--- src/rtl/ssp_pkg.sv ---
package ssp_pkg;
  localparam int CFG_W = 8;

  // Control register layout, bit 7 down to bit 0
  typedef struct packed {
    logic sdo_late;    // 7: data-out updates on falling edge
    logic tx_ld_act;   // 6
    logic rx_ld_act;   // 5
    logic tx_clk_act;  // 4
    logic rx_clk_act;  // 3
    logic msb_first;   // 2
    logic tx_short;    // 1: 8-bit transmit
    logic rx_short;    // 0: 8-bit receive
  } ssp_cfg_t;
endpackage

--- src/rtl/ssp_sync.sv ---
module ssp_sync #(
  parameter int STAGES = 2
) (
  input  logic clk,
  input  logic rst,
  input  logic din,
  output logic dout
);
  logic [STAGES-1:0] q;

  always_ff @(posedge clk) begin
    if (rst) q <= '0;
    else     q <= {q[STAGES-2:0], din};
  end

  assign dout = q[STAGES-1];
endmodule

--- src/rtl/ssp_clkgen.sv ---
module ssp_clkgen #(
  parameter int HALF_DIV   = 4,
  parameter int FRAME_BITS = 16
) (
  input  logic clk,
  input  logic rst,
  input  logic chan_fall,
  output logic gen_clk,
  output logic strobe
);
  localparam int DIV_W = (HALF_DIV > 1) ? $clog2(HALF_DIV) : 1;
  localparam int FR_W  = (FRAME_BITS > 1) ? $clog2(FRAME_BITS) : 1;

  logic [DIV_W-1:0] div_cnt;
  logic [FR_W-1:0]  frame_cnt;

  // free-running divider for the active bit clock
  always_ff @(posedge clk) begin
    if (rst) begin
      div_cnt <= '0;
      gen_clk <= 1'b0;
    end else if (div_cnt == DIV_W'(HALF_DIV - 1)) begin
      div_cnt <= '0;
      gen_clk <= ~gen_clk;
    end else begin
      div_cnt <= div_cnt + DIV_W'(1);
    end
  end

  // strobe spans one bit period, from one falling edge to the next
  always_ff @(posedge clk) begin
    if (rst) begin
      frame_cnt <= '0;
      strobe    <= 1'b0;
    end else if (chan_fall) begin
      if (frame_cnt == FR_W'(FRAME_BITS - 1)) begin
        frame_cnt <= '0;
        strobe    <= 1'b1;
      end else begin
        frame_cnt <= frame_cnt + FR_W'(1);
        strobe    <= 1'b0;
      end
    end
  end
endmodule

--- src/rtl/ssp_rx.sv ---
module ssp_rx #(
  parameter int DATA_W = 16
) (
  input  logic              clk,
  input  logic              rst,
  input  logic              bit_rise,
  input  logic              ld_level,
  input  logic              sdi,
  input  logic              short_mode,
  input  logic              msb_first,
  input  logic              rd_en,
  output logic [DATA_W-1:0] rdata,
  output logic              full
);
  localparam int HALF_W = DATA_W / 2;
  localparam int CNT_W  = $clog2(DATA_W + 1);

  logic [1:0]        sdi_q;
  logic [DATA_W-1:0] sr, cur, nxt, word;
  logic [CNT_W-1:0]  cnt, cnt_n, len;
  logic              busy, start, last, b;

  always_comb begin
    b     = sdi_q[1];
    start = bit_rise & ld_level;
    cur   = start ? '0 : sr;
    nxt   = msb_first ? {cur[DATA_W-2:0], b} : {b, cur[DATA_W-1:1]};
    len   = short_mode ? CNT_W'(HALF_W) : CNT_W'(DATA_W);
    cnt_n = start ? CNT_W'(1) : cnt + CNT_W'(1);
    last  = (cnt_n == len);
    if (!short_mode)    word = nxt;
    else if (msb_first) word = nxt & {{HALF_W{1'b0}}, {HALF_W{1'b1}}};
    else                word = nxt >> HALF_W;
  end

  always_ff @(posedge clk) begin
    if (rst) begin
      sdi_q <= '0;
      sr    <= '0;
      cnt   <= '0;
      busy  <= 1'b0;
      rdata <= '0;
      full  <= 1'b0;
    end else begin
      sdi_q <= {sdi_q[0], sdi};
      if (rd_en) full <= 1'b0;
      if (bit_rise && (start || busy)) begin
        sr  <= nxt;
        cnt <= cnt_n;
        if (last) begin
          busy  <= 1'b0;
          rdata <= word;
          full  <= 1'b1;
        end else begin
          busy <= 1'b1;
        end
      end
    end
  end
endmodule

--- src/rtl/ssp_tx.sv ---
module ssp_tx #(
  parameter int DATA_W = 16
) (
  input  logic              clk,
  input  logic              rst,
  input  logic              upd_edge,
  input  logic              ld_level,
  input  logic              short_mode,
  input  logic              msb_first,
  input  logic              wr_en,
  input  logic [DATA_W-1:0] wdata,
  output logic              sdo,
  output logic              empty
);
  localparam int HALF_W = DATA_W / 2;
  localparam int CNT_W  = $clog2(DATA_W + 1);
  localparam int IDX_W  = $clog2(DATA_W);

  logic [DATA_W-1:0] hold, sr;
  logic [CNT_W-1:0]  idx, len;
  logic [IDX_W-1:0]  pos_run, pos_first;
  logic              pending, busy, run_bit, first_bit;

  always_comb begin
    len       = short_mode ? CNT_W'(HALF_W) : CNT_W'(DATA_W);
    pos_run   = msb_first ? IDX_W'(len - idx - CNT_W'(1)) : IDX_W'(idx);
    pos_first = msb_first ? IDX_W'(len - CNT_W'(1)) : '0;
    run_bit   = sr[pos_run];
    first_bit = hold[pos_first];
  end

  always_ff @(posedge clk) begin
    if (rst) begin
      hold    <= '0;
      sr      <= '0;
      idx     <= '0;
      pending <= 1'b0;
      busy    <= 1'b0;
      sdo     <= 1'b0;
      empty   <= 1'b1;
    end else begin
      if (upd_edge) begin
        if (busy) begin
          if (idx == len) begin
            busy  <= 1'b0;
            empty <= ~pending;
          end else begin
            sdo <= run_bit;
            idx <= idx + CNT_W'(1);
          end
        end else if (ld_level && pending) begin
          sr      <= hold;
          pending <= 1'b0;
          busy    <= 1'b1;
          sdo     <= first_bit;
          idx     <= CNT_W'(1);
        end
      end
      if (wr_en) begin
        hold    <= wdata;
        pending <= 1'b1;
        empty   <= 1'b0;
      end
    end
  end
endmodule

--- src/rtl/sync_serial_port.sv ---
module sync_serial_port #(
  parameter int DATA_W      = 16,
  parameter int HALF_DIV    = 4,
  parameter int FRAME_BITS  = 16,
  parameter int SYNC_STAGES = 2
) (
  input  logic                       clk,
  input  logic                       rst,
  input  logic                       cfg_we,
  input  logic [ssp_pkg::CFG_W-1:0]  cfg_wdata,
  input  logic                       tx_we,
  input  logic [DATA_W-1:0]          tx_wdata,
  input  logic                       rx_re,
  output logic [DATA_W-1:0]          rx_rdata,
  output logic                       rx_full,
  output logic                       tx_empty,
  input  logic                       in_clk_i,
  output logic                       in_clk_o,
  output logic                       in_clk_oe,
  input  logic                       in_ld_i,
  output logic                       in_ld_o,
  output logic                       in_ld_oe,
  input  logic                       sdi,
  input  logic                       out_clk_i,
  output logic                       out_clk_o,
  output logic                       out_clk_oe,
  input  logic                       out_ld_i,
  output logic                       out_ld_o,
  output logic                       out_ld_oe,
  output logic                       sdo
);
  import ssp_pkg::*;

  localparam int NUM_SYNC = 4;  // rx clk, tx clk, rx strobe, tx strobe

  ssp_cfg_t            cfg;
  logic                rx_gen_clk, tx_gen_clk, rx_strobe, tx_strobe;
  logic [NUM_SYNC-1:0] raw, lvl;
  logic [1:0]          clk_prev, clk_rise, clk_fall;
  logic                rx_ld_level, tx_ld_level, tx_upd;

  always_ff @(posedge clk) begin
    if (rst)         cfg <= '0;
    else if (cfg_we) cfg <= ssp_cfg_t'(cfg_wdata);
  end

  // an active clock loops back through the same synchronizer as a passive one
  assign raw[0] = cfg.rx_clk_act ? rx_gen_clk : in_clk_i;
  assign raw[1] = cfg.tx_clk_act ? tx_gen_clk : out_clk_i;
  assign raw[2] = in_ld_i;
  assign raw[3] = out_ld_i;

  for (genvar i = 0; i < NUM_SYNC; i++) begin : g_sync
    ssp_sync #(.STAGES(SYNC_STAGES)) u_sync (
      .clk (clk),
      .rst (rst),
      .din (raw[i]),
      .dout(lvl[i])
    );
  end

  always_ff @(posedge clk) begin
    if (rst) clk_prev <= '0;
    else     clk_prev <= lvl[1:0];
  end

  assign clk_rise = lvl[1:0] & ~clk_prev;
  assign clk_fall = ~lvl[1:0] & clk_prev;

  ssp_clkgen #(.HALF_DIV(HALF_DIV), .FRAME_BITS(FRAME_BITS)) u_rx_gen (
    .clk      (clk),
    .rst      (rst),
    .chan_fall(clk_fall[0]),
    .gen_clk  (rx_gen_clk),
    .strobe   (rx_strobe)
  );

  ssp_clkgen #(.HALF_DIV(HALF_DIV), .FRAME_BITS(FRAME_BITS)) u_tx_gen (
    .clk      (clk),
    .rst      (rst),
    .chan_fall(clk_fall[1]),
    .gen_clk  (tx_gen_clk),
    .strobe   (tx_strobe)
  );

  assign rx_ld_level = cfg.rx_ld_act ? rx_strobe : lvl[2];
  assign tx_ld_level = cfg.tx_ld_act ? tx_strobe : lvl[3];
  assign tx_upd      = cfg.sdo_late ? clk_fall[1] : clk_rise[1];

  ssp_rx #(.DATA_W(DATA_W)) u_rx (
    .clk       (clk),
    .rst       (rst),
    .bit_rise  (clk_rise[0]),
    .ld_level  (rx_ld_level),
    .sdi       (sdi),
    .short_mode(cfg.rx_short),
    .msb_first (cfg.msb_first),
    .rd_en     (rx_re),
    .rdata     (rx_rdata),
    .full      (rx_full)
  );

  ssp_tx #(.DATA_W(DATA_W)) u_tx (
    .clk       (clk),
    .rst       (rst),
    .upd_edge  (tx_upd),
    .ld_level  (tx_ld_level),
    .short_mode(cfg.tx_short),
    .msb_first (cfg.msb_first),
    .wr_en     (tx_we),
    .wdata     (tx_wdata),
    .sdo       (sdo),
    .empty     (tx_empty)
  );

  assign in_clk_o   = rx_gen_clk;
  assign out_clk_o  = tx_gen_clk;
  assign in_ld_o    = rx_strobe;
  assign out_ld_o   = tx_strobe;
  assign in_clk_oe  = cfg.rx_clk_act;
  assign out_clk_oe = cfg.tx_clk_act;
  assign in_ld_oe   = cfg.rx_ld_act;
  assign out_ld_oe  = cfg.tx_ld_act;
endmodule

--- config.mk ---
export PLATFORM = sky130hd
export DESIGN_NAME = sync_serial_port
export DESIGN_NICKNAME = d
export VERILOG_FILES = /design/src/rtl/ssp_pkg.sv /design/src/rtl/ssp_sync.sv /design/src/rtl/ssp_clkgen.sv /design/src/rtl/ssp_rx.sv /design/src/rtl/ssp_tx.sv /design/src/rtl/sync_serial_port.sv
export SDC_FILE = /design/constraint.sdc
export NUM_CORES = 1
export LEC_CHECK = 0
export ABC_AREA = 1
export ABC_CLOCK_PERIOD_IN_PS = 3400
export BUFFER_PORTS_ARGS = -buffer_cell sky130_fd_sc_hd__buf_2
export CORE_MARGIN = 1.5
export CORE_UTILIZATION = 55
export DETAILED_ROUTE_END_ITERATION = 10
export GPL_ROUTABILITY_DRIVEN = 0
export PLACE_DENSITY = 0.76
export SYNTH_ARGS = -nofsm -noshare
export SYNTH_HDL_FRONTEND = slang
export SYNTH_SLANG_ARGS = --single-unit
--- constraint.sdc ---
create_clock -name clk -period 3.4 [get_ports clk]
set_clock_uncertainty 0.1 [all_clocks]
set_input_delay 0.17 -clock clk [delete_from_list [all_inputs] [get_ports clk]]
set_output_delay 0.17 -clock clk [all_outputs]
set_load 0.02 [all_outputs]
==> metrics.yaml <==
run_status:
  status: "finished, violations left"
  violations: "design-rule violations"
synthesis:
  synth.distinct_cells: 40
  synth-xor-area-share: 0.0223
  synth_seq_cells: 116
  muxShareOfSynthArea: 0
  syn_nets: 713
  synth_area_per_cell_um2: 7.53
  async_reset_ff_frac: 0
  synth_compound_area_frac: 0.158
  synth_flop_cell: "dfxtp_1"
  synthSimpleGateAreaFrac: 0.248
  ys_warn_count: 0
  synth_top_family_by_area: "simple AND/OR/NAND/NOR gates"
  synth_edf_count: 0
  synthAdderAreaFrac: 0.0173
  synth_seq_area_share: 0.459
  yosys.area.top_type: "dfxtp_1"
  netlist_area_um2: 5060
  postSynthCellCount: 672
  synth_top_area_frac: 0.459
  synth_area_leaders: "dfxtp_1 46%, nand3_1 7.1%, o21ai_0 6.8%"
timing:
  slew_headroom: 0.533
  worst_slew_pin_slew_ns: 0.699
  maxSlewViolCount: 0
  setup_slack_ns: 1.31
  setup_tns_ns: 0
  fin_crit_sh: 0.615
  fin_crit_ns: 2.09
  rsz0062_at_grt: "no"
  hold_violations: 0
  setup_viol: 0
  max_freq_ghz: 0.479
critical_path:
  start_kind: "flop"
  endpoint_kind: "flop"
  cp.required_ns: 3.69
  crit_arrival_ns: 2.38
  crit_type: "reg -> reg"
  crit_path_max_fanout: 34
die:
  start_util: 0.574
  pin_count: 61
  rows: 34
  coreArea_um2: 8810
  die-area_um2: 9780
  die_h_um: 98.9
  die_w_um: 98.9
clock_network:
  ctsResizeCount: 0
  cts_tree: "done"
  insertion_delay_ns: 0.51
  numCtsBuffers: 17
  h-tree-depth: 4
  cts_buffer_depth: 2
  clock-sinks: 116
  cts_root_buffer: "clkbuf_8"
  clk_pin_slew_ns: 0.05
placement:
  place_ws_ns: 1.34
  hpwlAfterDp_um: 7360
  port_buffers: 60
  dp_cells: 811
detailed_routing:
  drt_iter0_drc: 197
  vias: 4699
  wl_per_cell_um: 13.6
  drt-total-wl_um: 11900
  first_pass_iters: 8
  final_antenna_net_count: 0
  drc: 1
  vias_per_cell: 5.38
global_routing:
  grt_pass1_wl_um: 20300
  antenna_found_initial: 0
  overflow: 0
  track_usage: 0.256
  grt_max_degree: 46
  grt_pass1_vias: 4538
power_and_ir_drop:
  ir_worst_vdd_uv: 476
  p_leak_nw: 2.85
  power_density_nw_per_um2: 560
finish:
  insertedDiodeCount: 0
  area_delta_synth_final_pct: 24.2
  stdcell_count: 873
  drive_gt1_frac: 0.156
  nets: 795
  post-route-util: 0.713
  final_cell_mix: "116 x dfxtp_1, 89 x nor2_1, 80 x nand2_1"
  mostFrequentLayoutCell: "dfxtp_1"
run:
  maxCapViolations: 0
min_path:
  worstHoldPathType: "in -> reg"
[through the flow]
stage	hold WS, ns	area [um2]	power (W)
floorplan	0.177	5060	0.00165
global placement	0.278	5360	0.00171
detailed placement	0.283	5360	0.00172
CTS	0.0258	6280	0.00353
global route	0.0725	6280	0.00363
finish	0.0505	6280	0.00352
[power by group]
| part | internal (W) | switching [W] | total [W] | leakage, nW |
|---|---|---|---|---|
| clock | 0.00118 | 0.000606 | 0.00179 | 0.299 |
| combinational | 0.000113 | 0.000167 | 0.000279 | 1.61 |
| sequential | 0.00141 | 0.0000351 | 0.00145 | 0.946 |
| total | 0.00271 | 0.000808 | 0.00352 | 2.85 |
[flip-flops by register name, indices dropped and copies added, names as in the netlist, 4 cells and up]
name,flops
u_tx_gen.frame_cnt,4
u_tx.sr,16
g_sync.u_sync.q,8
cfg,4
u_rx_gen.frame_cnt,4
u_rx.rdata,16
u_tx.idx,5
u_rx.cnt,5
u_tx.hold,16
u_rx.sr,16
[area by class of cell]
cell class,count,area (um2)
Clock buffer,21,469
Clock inverter,9,128
Fill cell,688,2530
Inverter,85,322
Multi-Input combinational cell,438,2250
Sequential cell,116,2320
Tap cell,108,135
Timing Repair Buffer,96,651
[path summary, 6_finish.rpt]
path,start,endpoint,slack (ns),cells past startpoint
setup / recovery,in_ld_oe,u_rx.rdata[6],1.31,10
hold / removal,rst,g_sync[1].u_sync.q[1],0.05,2
setup reg to reg,in_ld_oe,u_rx.rdata[6],1.31,10
hold reg to reg,g_sync[1].u_sync.q[0],g_sync[1].u_sync.q[1],0.30,2
[worst max-delay path, stage by stage, from the launching register on]
cell and delay, ns:
dfxtp_1 0.40, nand2_1 0.11, o211ai_2 0.15, buf_4 0.38, nand2_1 0.15, nand3_1 0.12
nand2_1 0.10, nand2_4 0.20, inv_4 0.09, o21ai_1 0.12, nor2_1 0.06
[synthesized netlist by cell type (all sizes together) (5+ instances only)]
| master | n |
|---|---|
| dfxtp | 116 |
| nor2 | 92 |
| nand2 | 87 |
| inv | 83 |
| o21ai | 81 |
| nand3 | 72 |
| a21oi | 37 |
| clkbuf | 20 |
| o211ai | 17 |
| buf | 13 |
| nor3 | 10 |
| ha | 7 |
| xnor2 | 6 |
| xor2 | 6 |
| nand4 | 5 |
[logic make-up (layout without fill, tap and decap cells)]
logic type | count (synthesis) | in the layout
adder cells (fa/ha/maj) | 7 | 7
flip-flops | 116 | 116
XOR/XNOR | 12 | 12
AO/OA/AOI/OAI | 144 | 144
AND/OR/NAND/NOR | 275 | 275
buffers and inverters | 118 | 211
[metal layers]
metal  vias to the layer above  part of all wire  wire length [um]  global-route usage
met4                         0             0.018               212               0.102
met1                      2191              0.41              4940               0.286
met5                         -                 0                 0                   0
met2                       125              0.52              6180               0.467
li1                       2363                 -                 -                   -
met3                        20             0.048               567              0.0610
[repair_timing]
action | in CTS | in global routing
buffers inserted | 0 | 0
hold buffers | 32 | 0
endpoints found under the hold margin | 31 | 0
endpoints found under the setup margin | 0 | 0
(Power assumes the default switching activity.)
